==> src/rtl/rxerr_pkg.sv <==
package rxerr_pkg;
  localparam int NFLAG  = 3;
  localparam int F_OVR  = 0;
  localparam int F_SYNC = 1;
  localparam int F_UND  = 2;
  typedef logic [NFLAG-1:0] flag_vec_t;
endpackage

==> src/rtl/rxerr_deser.sv <==
module rxerr_deser #(
  parameter int WIDTH = 8
) (
  input  logic             clk,
  input  logic             rst_n,
  input  logic             sdata,
  input  logic             fsync,
  output logic             word_done,
  output logic [WIDTH-1:0] word,
  output logic             sync_err
);
  localparam int CW   = (WIDTH > 2) ? $clog2(WIDTH) : 1;
  localparam int LAST = WIDTH - 1;

  logic             busy;
  logic [CW-1:0]    cnt;
  logic [WIDTH-1:0] shreg;
  logic             at_last;

  assign at_last   = busy && (cnt == CW'(LAST));
  assign word_done = at_last;
  assign word      = {shreg[WIDTH-2:0], sdata};
  assign sync_err  = busy && !at_last && fsync;

  always_ff @(posedge clk or negedge rst_n) begin
    if (!rst_n) begin
      busy  <= 1'b0;
      cnt   <= '0;
      shreg <= '0;
    end else if (!busy) begin
      if (fsync) begin
        busy <= 1'b1;
        cnt  <= '0;
      end
    end else begin
      shreg <= {shreg[WIDTH-2:0], sdata};
      if (at_last) begin
        busy <= fsync;
        cnt  <= '0;
      end else begin
        cnt <= cnt + 1'b1;
      end
    end
  end


  frame_start_chk: assert property (@(posedge clk) disable iff (!rst_n)
    $rose(busy) |-> $past(fsync));


  sync_ignore_chk: assert property (@(posedge clk) disable iff (!rst_n)
    sync_err |=> busy);
endmodule

==> src/rtl/rxerr_buf.sv <==
module rxerr_buf #(
  parameter int WIDTH = 8
) (
  input  logic             clk,
  input  logic             rst_n,
  input  logic             done,
  input  logic [WIDTH-1:0] word,
  input  logic             rd_stb,
  output logic             rd_valid,
  output logic [WIDTH-1:0] rd_data,
  output logic             ovr_evt,
  output logic             und_evt,
  output logic             rx_full
);
  logic             hold_full, buf_full;
  logic [WIDTH-1:0] hold_q, buf_q;
  logic             rd_fire, move;

  assign rd_fire  = rd_stb && buf_full;
  assign und_evt  = rd_stb && !buf_full;
  assign move     = hold_full && !buf_full;
  assign ovr_evt  = done && hold_full && buf_full;
  assign rd_valid = buf_full;
  assign rd_data  = buf_q;

  always_ff @(posedge clk or negedge rst_n) begin
    if (!rst_n) begin
      hold_full <= 1'b0;
      buf_full  <= 1'b0;
      hold_q    <= '0;
      buf_q     <= '0;
      rx_full   <= 1'b0;
    end else begin
      if (move) begin
        buf_q    <= hold_q;
        buf_full <= 1'b1;
      end else if (rd_fire) begin
        buf_full <= 1'b0;
      end
      if (done) begin
        hold_q    <= word;
        hold_full <= 1'b1;
      end else if (move) begin
        hold_full <= 1'b0;
      end
      if (ovr_evt)      rx_full <= 1'b1;
      else if (rd_fire) rx_full <= 1'b0;
    end
  end


  buf_hold_chk: assert property (@(posedge clk) disable iff (!rst_n)
    buf_full && !rd_stb |=> buf_full && $stable(buf_q));


  xfer_chk: assert property (@(posedge clk) disable iff (!rst_n)
    hold_full && !buf_full |=> buf_full && (buf_q == $past(hold_q)));


  ovr_replace_chk: assert property (@(posedge clk) disable iff (!rst_n)
    ovr_evt |=> hold_full && (hold_q == $past(word)));


  ovr_full_chk: assert property (@(posedge clk) disable iff (!rst_n)
    ovr_evt |=> rx_full);
endmodule

==> src/rtl/rxerr_flags.sv <==
module rxerr_flags
  import rxerr_pkg::*;
(
  input  logic      clk,
  input  logic      rst_n,
  input  flag_vec_t set_vec,
  input  logic      clr_stb,
  input  flag_vec_t clr_mask,
  input  flag_vec_t irq_en,
  output flag_vec_t flags,
  output logic      irq
);
  flag_vec_t clr_eff;

  assign clr_eff = clr_stb ? clr_mask : '0;
  assign irq     = |(flags & irq_en);

  always_ff @(posedge clk or negedge rst_n) begin
    if (!rst_n) flags <= '0;
    else        flags <= (flags & ~clr_eff) | set_vec;
  end


  flag_set_chk: assert property (@(posedge clk) disable iff (!rst_n)
    (|set_vec) |=> ((flags & $past(set_vec)) == $past(set_vec)));


  flag_clr_chk: assert property (@(posedge clk) disable iff (!rst_n)
    clr_stb |=> ((flags & $past(clr_mask & ~set_vec)) == '0));


  flag_sticky_chk: assert property (@(posedge clk) disable iff (!rst_n)
    !clr_stb |=> ((flags & $past(flags)) == $past(flags)));
endmodule

==> src/rtl/rxerr_rx.sv <==
module rxerr_rx
  import rxerr_pkg::*;
#(
  parameter int WIDTH = 8
) (
  input  logic             clk,
  input  logic             rst_n,
  input  logic             sdata,
  input  logic             fsync,
  input  logic             rd_stb,
  output logic             rd_valid,
  output logic [WIDTH-1:0] rd_data,
  input  logic             clr_stb,
  input  logic [2:0]       clr_mask,
  input  logic [2:0]       irq_en,
  output logic [2:0]       flags,
  output logic             irq,
  output logic             rx_full
);
  logic             done, sync_err, ovr_evt, und_evt;
  logic [WIDTH-1:0] word;
  flag_vec_t        set_vec;

  rxerr_deser #(.WIDTH(WIDTH)) u_deser (
    .clk(clk), .rst_n(rst_n), .sdata(sdata), .fsync(fsync),
    .word_done(done), .word(word), .sync_err(sync_err)
  );

  rxerr_buf #(.WIDTH(WIDTH)) u_buf (
    .clk(clk), .rst_n(rst_n), .done(done), .word(word), .rd_stb(rd_stb),
    .rd_valid(rd_valid), .rd_data(rd_data), .ovr_evt(ovr_evt),
    .und_evt(und_evt), .rx_full(rx_full)
  );

  always_comb begin
    set_vec         = '0;
    set_vec[F_OVR]  = ovr_evt;
    set_vec[F_SYNC] = sync_err;
    set_vec[F_UND]  = und_evt;
  end

  rxerr_flags u_flags (
    .clk(clk), .rst_n(rst_n), .set_vec(set_vec), .clr_stb(clr_stb),
    .clr_mask(clr_mask), .irq_en(irq_en), .flags(flags), .irq(irq)
  );


  und_nochange_chk: assert property (@(posedge clk) disable iff (!rst_n)
    rd_stb && !rd_valid |=> flags[F_UND]);
endmodule

==> config.mk <==
export PLATFORM = sky130hd
export DESIGN_NAME = rxerr_rx
export DESIGN_NICKNAME = d
export VERILOG_FILES = /design/src/rtl/rxerr_pkg.sv /design/src/rtl/rxerr_deser.sv /design/src/rtl/rxerr_buf.sv /design/src/rtl/rxerr_flags.sv /design/src/rtl/rxerr_rx.sv
export SDC_FILE = /design/constraint.sdc
export NUM_CORES = 1
export LEC_CHECK = 0
export CAP_MARGIN = 5
export CORE_ASPECT_RATIO = 0.9
export CORE_MARGIN = 1
export CORE_UTILIZATION = 50
export CTS_CLUSTER_SIZE = 30
export DETAILED_ROUTE_END_ITERATION = 7
export PLACE_DENSITY = 0.78
export SETUP_SLACK_MARGIN = 0.05
export SLEW_MARGIN = 20
export SYNTH_ARGS = -nofsm -noshare
export SYNTH_HDL_FRONTEND = slang
export SYNTH_HIERARCHICAL = 1
export SYNTH_SLANG_ARGS = --single-unit
==> constraint.sdc <==
create_clock -name clk -period 1.97 [get_ports clk]
set_clock_uncertainty 0.1 [all_clocks]
set_input_delay 0.2955 -clock clk [delete_from_list [all_inputs] [get_ports clk]]
set_output_delay 0.2955 -clock clk [all_outputs]
set_load 0.01 [all_outputs]
# ---- Word level (Yosys, flattened, before mapping)
# Cells that the tools add are included.
dict set report totals {
  register_bits 33
  elab_cells 42
  in_bits 12
  out_inout_bits 14
}
dict set report op_classes {
  mux 12
  add_sub_neg 1
  bitwise 4
  n_eq_ne 1
  n_reduce_logical 15
}
# operator count
set ops {}
lappend ops {{$mux W3} 4}
lappend ops {{$logic_and A1 B1 Y1} 8}
lappend ops {{$mux W1} 8}
lappend ops {{$reduce_bool A2 Y1} 4}
lappend ops {{$and A3 B3 Y3} 2}
lappend ops {{$add A3 B1 Y3 const B} 1}
lappend ops {{$eq A3 B3 Y1 const B} 1}
lappend ops {{$not A3 Y3} 1}
lappend ops {{$or A3 B3 Y3} 1}
lappend ops {{$reduce_or A3 Y1} 1}
lappend ops {{$logic_not A1 Y1} 2}

# ---- Depth between registers and ports, before layout
# Gate-level depths: netlist (run 1).
dict set report logic_depth {
  depth_word 6
  depth_mapped 6
  depth_no_buf 5
}

# ---- Hierarchy
# The synthesis (run 1) kept the hierarchy.
# mod cells_each n_inst area_each_um2 seq_area_each_um2
set by_module_without_submodules {}
lappend by_module_without_submodules {rxerr_buf 44 1 754.5 475.5}
lappend by_module_without_submodules {rxerr_deser 33 1 486.7 275.3}
lappend by_module_without_submodules {rxerr_flags 11 1 122.6 75.1}

# ---- Worst setup path after synthesis (run 1)
# No wires, ideal clock.
dict set report synth_timing {
  path_kind {reg2reg}
  from {reg u_deser.cnt[0]}
  to {reg u_buf.rx_full}
  stages_incl_launch_ff 7
  period_less_slack_ns 1.586
  arrival_ns 1.368
  setup_slack_ns 0.384
  cell_sequence {dfrtp_1 ha_1 ha_1 and2_1 buf_2 and3_2 a21o_1}
}
dict set report synth_between {
  elab_chain_len 5
  word_cells_on_any_way 6
}
# element line_no
set synth_rtl {}
lappend synth_rtl {{start: declaration} rxerr_deser.sv:16} ;# logic [CW-1:0] cnt;
lappend synth_rtl {{start signal: assignment} rxerr_deser.sv:41} ;# cnt <= cnt + 1'b1;
lappend synth_rtl {{$eq A3 B3 Y1 *} rxerr_deser.sv:20} ;# assign at_last = busy && (cnt == CW'(LAST));
lappend synth_rtl {{$logic_and A1 B1 Y1 *} rxerr_deser.sv:20}
lappend synth_rtl {{net done} rxerr_rx.sv:20} ;# logic done, sync_err, ovr_evt, und_evt;
lappend synth_rtl {{$logic_and A1 B1 Y1 * (2 in series)} rxerr_buf.sv:22} ;# assign ovr_evt = done && hold_full && buf_full;
lappend synth_rtl {{net ovr_evt} rxerr_rx.sv:20}
lappend synth_rtl {{$mux W1 / $reduce_bool A2 Y1 (equally long branches)} -}
lappend synth_rtl {{end signal: assignment} rxerr_buf.sv:32} ;# rx_full <= 1'b0;
lappend synth_rtl {{end signal: assignment} rxerr_buf.sv:46} ;# if (ovr_evt) rx_full <= 1'b1;
lappend synth_rtl {{end signal: assignment} rxerr_buf.sv:47} ;# else if (rd_fire) rx_full <= 1'b0;
lappend synth_rtl {{end: declaration} rxerr_buf.sv:13} ;# output logic rx_full
# The timed path passes the listed nets; every way through them passes the cells marked *.
# A chain may end at the register's enable or synchronous reset.

# ---- Final worst setup path (run 1)
dict set report layout_timing {
  from {reg u_flags.flags[0]}
  to {out irq}
}
dict set report layout_between {
  elab_chain_len 2
}
# element line_no
set layout_rtl {}
lappend layout_rtl {{start: declaration} rxerr_flags.sv:10} ;# output flag_vec_t flags,
lappend layout_rtl {{start signal: assignment} rxerr_flags.sv:20} ;# else flags <= (flags & ~clr_eff) | set_vec;
lappend layout_rtl {{$and A3 B3 Y3} rxerr_flags.sv:16} ;# assign irq = |(flags & irq_en);
lappend layout_rtl {{$reduce_or A3 Y1} rxerr_flags.sv:16}
lappend layout_rtl {{end: declaration} rxerr_rx.sv:17} ;# output logic irq,
# No other way between the ends.

==> out/metrics.yaml, run 1 <==
fp.dieH_um: 51.5
cp-end-kind: "output pin"
worst_pin_slew_ns: 0.460
max_cap_viol_count: 0
design_area_um2: 1700
fmax_ghz: 0.548
grt_util_met3_pct: 7.46
dieArea_um2: 2940
max-vdd-ir-drop_v: 0.000611
grt_pass1_vias: 830
synth_area_um2: 1360
syn_inst: 88
fin_setup_tns_ns: 0
hold_viol_final: 0
port_buffers: 25
track_usage_pct: 17.8
placed_cells: 141
cts_buffer_depth: 2
coreArea_um2: 2510
hp-class: "primary input to asynchronous set/reset pin"
cts_hold_buf: 0
drc_errors: 2
outcome: "finished with violations"
p_per_area_nw_per_um2: 1520
grt-busiest-layer: "met2"
numCtsBuffers: 5
fin_nets: 134
clock_latency_ns: 0.33
report.final.slew_viol_count: 0
cts_tree: "built"
final_common_cell: "dfrtp_1"
fin_crit_sh_pct: 92.6
cts.sinks: 33
ant_nets: 0
critical_path_arrival_ns: 1.43
dp_slack_ns: -0.00845
setup_viol: 0
start_kind: "flip-flop"
fillers: 180
reg2regPathDepth: 5
rows: 17
grt.overflow.total: 0
grt_max_degree: 34
first_iter_violations: 12
place.gp.congestion: 0.681
post-cts-setup-buffers: 0
crit_required_ns: 1.57
fin_hold_ws_ns: 0.242
syn_avg_cell_area_um2: 15.5
finalWorstSetupSlack_ns: 0.145
fp.dieW_um: 57.1
cp_max_fo: 3
antenna_cells: 0
post-dp-hpwl_mm: 1.57
layout-drive-gt1-share_pct: 30.8
num_vias: 787
slew_headroom_pct: 69.3
area_growth_pct: 24.5
wirelength_mm: 2.16
vias_per_cell: 5.32
yosysWarnings: 6
io_pins: 26
drt-pass1-iter-count: 6
antenna_found_initial: 0
gr-usage-met1_pct: 19.1
grt_pass1_wl_mm: 3.70
start_util_pct: 54.3
power_mw: 2.58
final_core_util_pct: 67.6
worst-setup-path-type: "flip-flop to output pin"
seq_area_frac_synth_pct: 60.6
violations: "DRC"
clk_pin_slew_ns: 0.09
h-tree-depth: 2
cts_root_buf: "clkbuf_4"
wire_per_inst_um: 14.6
leakage_nw: 0.814
synth_nets: 102
period_minus_slack_ns: 1.83
instances_no_fill: 148
yosys.cell_types.count: 22
met2_usage_pct: 30.0
placed_area_um2: 1640
final_cell_mix: "dfrtp_1, clkdlybuf4s50_1, mux2_4"
rsz0062_at_grt: "false"
synth_seq_cells: 33
-- cells by family after synthesis --
logic type,share of synthesized area (%)
buffers and inverters,3.39
flip-flops,60.6
AO/OA/AOI/OAI,5.96
adder cells (fa/ha/maj),1.83
AND/OR/NAND/NOR,5.14
multiplexers,23.1
-- critical path: stages, from the launching register on --
cell and delay, ns:
dfrtp_1 0.41, a222oi_1 0.35, inv_1 0.06, dlygate4sd2_1 0.28
-- final timing paths --
path                                        from          endpoint  slack (ns)
worst max-delay path            u_flags/flags[0]               irq        0.14
max in group asynchronous                  rst_n  u_buf/rd_data[1]        1.23
worst min register to register     u_buf/rx_full     u_buf/rx_full        0.39
worst max register to register    u_deser/cnt[0]  u_flags/flags[0]        0.24
worst min-delay path                       rst_n  u_buf/rd_data[7]        0.24
min in group clk                   u_buf/rx_full     u_buf/rx_full        0.39
-- cell type report --
| class | instances | area [um^2] | share of cell area (%) |
|---|---|---|---|
| Timing Repair Buffer | 29 | 279 | 16.4 |
| Clock buffer | 7 | 55.1 | 3.24 |
| Inverter | 3 | 11.3 | 0.663 |
| Sequential cell | 33 | 826 | 48.6 |
| Tap cell | 28 | 35.0 | 2.06 |
| Multi-Input combinational cell | 48 | 492 | 29.0 |
-- what timing repair did --
| action | CTS | global route |
|---|---|---|
| endpoints found under the setup margin | 1 | 0 |
| gates resized for setup | 1 | 0 |
| endpoints found under the hold margin | 0 | 0 |
-- synthesized netlist by cell type --
| cell type | instances | area, um^2 |
|---|---|---|
| a22o_1 | 1 | 8.76 |
| mux2_4 | 15 | 225 |
| dfrtp_1 | 33 | 826 |
| nand2_1 | 5 | 18.8 |
| and3_2 | 1 | 7.51 |
| mux2_2 | 8 | 90.1 |
| a222oi_1 | 1 | 10.0 |
| nor2_1 | 2 | 7.51 |
| nor2b_2 | 1 | 8.76 |
| a21o_1 | 4 | 30.0 |
| o21a_1 | 1 | 7.51 |
| a21o_2 | 1 | 8.76 |
| nand2b_1 | 2 | 12.5 |
| buf_2 | 1 | 5.00 |
| and2_1 | 1 | 6.26 |
| buf_4 | 1 | 7.51 |
| a2bb2o_1 | 1 | 10.0 |
| and2b_2 | 1 | 8.76 |
| buf_6 | 2 | 22.5 |
| ha_1 | 2 | 25.0 |
| o22ai_1 | 1 | 6.26 |
| inv_1 | 3 | 11.3 |
-- flip-flops by register name (all words and copies together), names as in the netlist, 3 cells and up --
register and count:
u_flags/flags 3, u_deser/cnt 3, u_buf/hold_q 8, u_buf/rd_data 8, u_deser/shreg 7
-- power breakdown --
part           internal [mW]  switching [mW]  total, mW
logic                  0.697           0.329       1.03
registers              0.986           0.191       1.18
clock network          0.168           0.213      0.381
total                   1.85           0.733       2.58
-- per-layer routing --
layer | share of wire [%] | wire (um) | up-vias
met3 | 4.4 | 95 | 7
met2 | 50 | 1090 | 13
met5 | 0 | 0 | -
met4 | 2.3 | 50 | 0
li1 | - | - | 370
met1 | 43 | 929 | 397
(Power assumes the default switching activity.)
==> run 2: changes to the inputs <==
- CORE_UTILIZATION: 50 -> 45
- PLACE_DENSITY: 0.78 -> 0.72
==> run 2 against run 1 <==
Net effect: the run now ends clean; via count shrank 2.3%; first-iteration DRC count is 75% higher; power rose by 8.8%; largest cell class unchanged; cell count up 8.8%; largest power group unchanged; sequential power barely moved; routed wire length increased by 0.69%; maximum frequency increased by 1.4%; critical path depth did not move; global-route usage shrank 0.96 points; non-clock buffer count did not move; count of clock-buffer cells in the layout down 2; design area rose by 3.8%.
==> out/metrics.yaml, run 2 (synthesized netlist as in run 1, its figures left out) <==
outcome: "finished clean"
fp.dieW_um: 60.0  # +5.2%
grt_pass1_wl_mm: 3.68  # -0.38%
grt-busiest-layer: "met2"
cts_buffer_depth: 2  # unchanged
port_buffers: 25  # unchanged
final_cell_mix: "dfrtp_1, clkdlybuf4s50_1, mux2_4"
h-tree-depth: 2  # unchanged
cts_tree: "built"
fin_nets: 134  # unchanged
crit_required_ns: 1.57  # about the same
finalWorstSetupSlack_ns: 0.170  # +0.0250 ns
rows: 18  # +1
period_minus_slack_ns: 1.80  # -0.0250 ns
track_usage_pct: 16.8  # -0.96 points
fillers: 240  # +33%
clk_pin_slew_ns: 0.10  # about the same
cts.sinks: 33  # unchanged
coreArea_um2: 2820  # +12%
cp_max_fo: 3  # unchanged
wirelength_mm: 2.18  # +0.69%
slew_headroom_pct: 69.2  # -0.079 points
num_vias: 769  # -2.3%
numCtsBuffers: 5  # unchanged
grt.overflow.total: 0  # unchanged
clock_latency_ns: 0.33  # about the same
antenna_cells: 0  # unchanged
worst-r2r-setup-slack_ns: 0.25  # about the same
p_per_area_nw_per_um2: 1600  # +4.8%
placed_cells: 152  # +7.8%
design_area_um2: 1760  # +3.8%
start_util_pct: 48.4  # -5.9 points
met2_usage_pct: 25.2  # -4.8 points
drt-pass1-iter-count: 4  # -2
layout-drive-gt1-share_pct: 32.2  # +1.4 points
post-dp-hpwl_mm: 1.46  # -7.0%
first_iter_violations: 21  # +9
max-vdd-ir-drop_v: 0.000855  # +40%
fin_crit_sh_pct: 91.4  # -1.3 points
fmax_ghz: 0.556  # +1.4%
grt_util_met3_pct: 5.67  # -1.8 points
worst-setup-path-type: "flip-flop to output pin"
power_mw: 2.81  # +8.8%
wire_per_inst_um: 13.5  # -7.4%
final_common_cell: "dfrtp_1"
leakage_nw: 0.838  # +2.9%
hp-class: "primary input to asynchronous set/reset pin"
grt_pass1_vias: 786  # -5.3%
rsz0062_at_grt: "false"
setup_viol: 0  # unchanged
gr-usage-met1_pct: 20.7  # +1.6 points
grt_max_degree: 34  # unchanged
cp-end-kind: "output pin"
start_kind: "flip-flop"
antenna_found_initial: 0  # unchanged
fp.dieH_um: 54.2  # +5.2%
ant_nets: 0  # unchanged
worst_pin_slew_ns: 0.462  # +0.00118 ns
place.gp.congestion: 0.673  # -1.0%
max_cap_viol_count: 0  # unchanged
dieArea_um2: 3260  # +11%
instances_no_fill: 161  # +8.8%
vias_per_cell: 4.78  # -10%
hold_viol_final: 0  # unchanged
report.final.slew_viol_count: 0  # unchanged
cts_root_buf: "clkbuf_4"
dp_slack_ns: -0.0336  # -0.0251 ns
placed_area_um2: 1650  # +0.46%
critical_path_arrival_ns: 1.40  # -0.03 ns
area_growth_pct: 29.2
io_pins: 26  # unchanged
drc_errors: 0  # -2
==> run 2: changes by cell type in the layout (fill, tap and decap cells not counted) <==
| cell | change |
|---|---|
| bufinv_16 | +2 |
| clkbuf_1 | -1 |
| clkbuf_8 | -1 |
| clkdlybuf4s15_1 | +1 |
| clkinv_2 | +1 |
| dlygate4sd2_1 | -1 |
==> run 2: layout make-up <==
class	instances	area, um^2	area share, %
repair buffers	29	280	15.9
multi-input cells	48	492	27.9
well taps	40	50.0	2.84
inverters	3	11.3	0.639
clock buffers	5	37.5	2.13
clock inverters	3	65.1	3.69
flip-flops and latches	33	826	46.9
==> run 2: what timing repair did <==
action,4_1_cts,5_1_grt
pin swaps,0,1
setup buffers,0,1
resized for setup,1,1
cloned,0,0
hold buffers,0,0
setup endpoints to repair,1,1
==> run 2: power by group <==
group	switching (mW)	internal (mW)	leakage (nW)
clock	0.225	0.393	0.0552
combinational	0.328	0.690	0.391
sequential	0.189	0.985	0.392
total	0.742	2.07	0.838
==> run 2: final timing paths <==
check / from / endpoint / cells after the start
min in group clk: u_buf/hold_q[2] / u_buf/rd_data[2] / 1
max in group asynchronous: rst_n / u_deser/cnt[0] / 2
setup reg to reg: u_deser/cnt[0] / u_flags/flags[0] / 5
setup / recovery: u_flags/flags[0] / irq / 3
hold reg to reg: u_buf/hold_q[2] / u_buf/rd_data[2] / 1
hold / removal: rst_n / u_buf/rd_data[2] / 2
==> run 2: through the flow <==
| step | setup TNS, ns | hold slack (ns) | util [%] |
|---|---|---|---|
| floorplan | 0 | -0.100 | - |
| detailed placement | -0.0336 | 0.378 | 58.7 |
| global route | 0 | 0.278 | 62.6 |
| CTS | 0 | 0.254 | 62.3 |
| global placement | 0 | 0.363 | 58.7 |
| finish | 0 | 0.256 | 62.6 |
==> run 2: per-layer routing <==
metal	share of wire (%)	vias to the layer above
met4	3.3	0
li1	-	370
met3	3.3	7
met5	0	-
met1	45	377
met2	49	15
==> run 2: worst max-delay path: stages, from the launching register on <==
cell and delay, ns:
dfrtp_1 0.41, a222oi_1 0.35, inv_1 0.08, clkdlybuf4s15_1 0.24
==> run 3: changes to the inputs <==
- CTS_CLUSTER_SIZE: 30 -> 24
- DONT_BUFFER_PORTS: not set -> 1
- PLACE_DENSITY: 0.72 -> 0.61
==> run 3 against run 2 <==
Net effect: register-to-register slack gained 0.02 ns; global-route usage decreased by 2.3 points; routed wire length is 13% lower; cell count down 14%; setup slack better by 0.10 ns; count of clock-buffer cells in the layout grew 2; sequential share of layout area grew 7.1 points; critical path type is now flip-flop to flip-flop; critical endpoint is now u_buf/rx_full; largest cell class unchanged; largest power group unchanged; highest routed layer unchanged.
==> out/metrics.yaml, run 3 (synthesized netlist as in run 1, its figures left out) <==
setup_viol: 0  # unchanged
max_cap_viol_count: 0  # unchanged
fin_crit_sh_pct: 86.1  # -5.3 points
multi_input_area_um2: 492  # unchanged
numCtsBuffers: 5  # unchanged
num_vias: 697  # -9.4%
critical_path_arrival_ns: 1.82  # +0.42 ns
cts_buffer_depth: 2  # unchanged
drt-pass1-iter-count: 4  # unchanged
wire_per_inst_um: 13.7  # +0.96%
fp.dieW_um: 60.0  # unchanged
seq_area_um2: 826  # unchanged
worst_pin_slew_ns: 0.481  # +0.0195 ns
worst-r2r-setup-slack_ns: 0.27  # +0.02 ns
dieArea_um2: 3260  # unchanged
hp-class: "primary input to flip-flop"
outcome: "finished clean"
worst-setup-path-type: "flip-flop to flip-flop"
power_mw: 2.47  # -12%
antenna_cells: 0  # unchanged
critPathBufInv: 0  # -2
port_buffers: 0  # -100%
path_delay_family: "simple AND/OR/NAND/NOR gates"
period_minus_slack_ns: 1.70  # -0.104 ns
grt_max_degree: 34  # unchanged
finalWorstSetupSlack_ns: 0.274  # +0.104 ns
fmax_ghz: 0.590  # +6.1%
final_cell_mix: "dfrtp_1, mux2_4, mux2_2"
grt_pass1_wl_mm: 3.25  # -12%
fp.dieH_um: 54.2  # unchanged
grt_pass1_vias: 711  # -9.5%
slowest_stage: "dfrtp_1"
antenna_found_initial: 0  # unchanged
rows: 18  # unchanged
slew_headroom_pct: 67.9  # -1.3 points
cts-resized-gates: 0  # -1
cp_max_fo: 10  # +7
h-tree-depth: 2  # unchanged
fin_nets: 111  # -17%
report.final.slew_viol_count: 0  # unchanged
post-dp-hpwl_mm: 1.22  # -17%
p_per_area_nw_per_um2: 1620  # +1.3%
cts_tree: "built"
grt.overflow.total: 0  # unchanged
track_usage_pct: 14.5  # -2.3 points
path_cells: "ha_1 -> ha_1 -> and2_1 -> and3_2 -> a21o_1"
dp_slack_ns: 0.261  # +0.294 ns
worst_path_most_repeated_cell: "ha_1"
hold_viol_final: 0  # unchanged
final_common_cell: "dfrtp_1"
max-vdd-ir-drop_v: 0.000689  # -19%
fillers: 246  # +2.5%
layout-drive-gt1-share_pct: 37.8  # +5.5 points
fin_setup_tns_ns: 0  # unchanged
placed_cells: 126  # -17%
clk_pin_slew_ns: 0.09  # about the same
rsz0062_at_grt: "false"
cp-end-kind: "flip-flop"
cts_root_buf: "clkbuf_4"
clock_latency_ns: 0.32  # about the same
start_util_pct: 48.4  # unchanged
drc_errors: 0  # unchanged
wirelength_mm: 1.88  # -13%
vias_per_cell: 5.05  # +5.7%
coreArea_um2: 2820  # unchanged
crit_required_ns: 2.10  # +0.53 ns
first_iter_violations: 19  # -9.5%
leakage_nw: 0.743  # -11%
place.gp.congestion: 0.637  # -5.4%
ant_nets: 0  # unchanged
area_growth_pct: 12.1
instances_no_fill: 138  # -14%
io_pins: 26  # unchanged
start_kind: "flip-flop"
cp_slowest_stage_delay_ns: 0.40  # about the same
cts.sinks: 33  # unchanged
run 3: cell count changes in the layout (fill, tap and decap cells not counted), sizes merged:
cell,before,now
clkbuf,5,7
bufinv,2,1
clkinv,1,0
buf,4,3
clkdlybuf4s50,24,0
clkdlybuf4s15,1,0
dlygate4sd3,0,3
run 3: area by class of cell:
type | instances | share of cell area (%)
tap | 40 | 3.27
sequential | 33 | 54.0
multi-input combinational | 48 | 32.2
clock inverter | 1 | 1.96
clock buffer | 7 | 3.60
timing repair buffer | 6 | 4.26
inverter | 3 | 0.736
run 3: timing repair:
action,in CTS,in global routing
hold buffers,4,0
buffers inserted,0,0
hold endpoints to repair,36,0
run 3: final timing paths:
path,from,to,cells after the start
max in group asynchronous,rst_n,u_buf/rd_data[2],2
hold / removal,clr_mask[0],u_flags/flags[0],2
hold reg to reg,u_deser/cnt[2],u_deser/cnt[2],1
setup / recovery,u_deser/cnt[0],u_buf/rx_full,5
min in group asynchronous,rst_n,u_deser/shreg[6],2
setup reg to reg,u_deser/cnt[0],u_buf/rx_full,5
run 3: worst reg2reg max path: stages (launching register included):
cell     delay (ns)
dfrtp_1        0.40
ha_1           0.20
ha_1           0.18
and2_1         0.29
and3_2         0.28
a21o_1         0.15
run 3: through the flow:
stage	utilization [%]	instance area (um^2)	hold WS, ns
after CTS	54.3	1530	0.00934
after global placement	49.5	1390	-0.0994
after global routing	54.3	1530	0.0000149
after floorplan	-	1360	-0.100
after detailed placement	49.5	1390	-0.0994
final	54.3	1530	0.0302
run 3: power breakdown:
| group | total, mW | internal, mW | leakage [nW] | switching, mW |
|---|---|---|---|---|
| clock | 0.515 | 0.303 | 0.0455 | 0.212 |
| combinational | 0.718 | 0.492 | 0.305 | 0.226 |
| sequential | 1.24 | 0.986 | 0.392 | 0.253 |
run 3: layer usage:
metal | track usage, % | up-vias | wire length (um)
met1 | 18.5 | 350 | 959
met5 | 0 | - | 0
met3 | 8.27 | 4 | 107
li1 | - | 325 | -
met2 | 20.4 | 18 | 789
met4 | 5.81 | 0 | 26
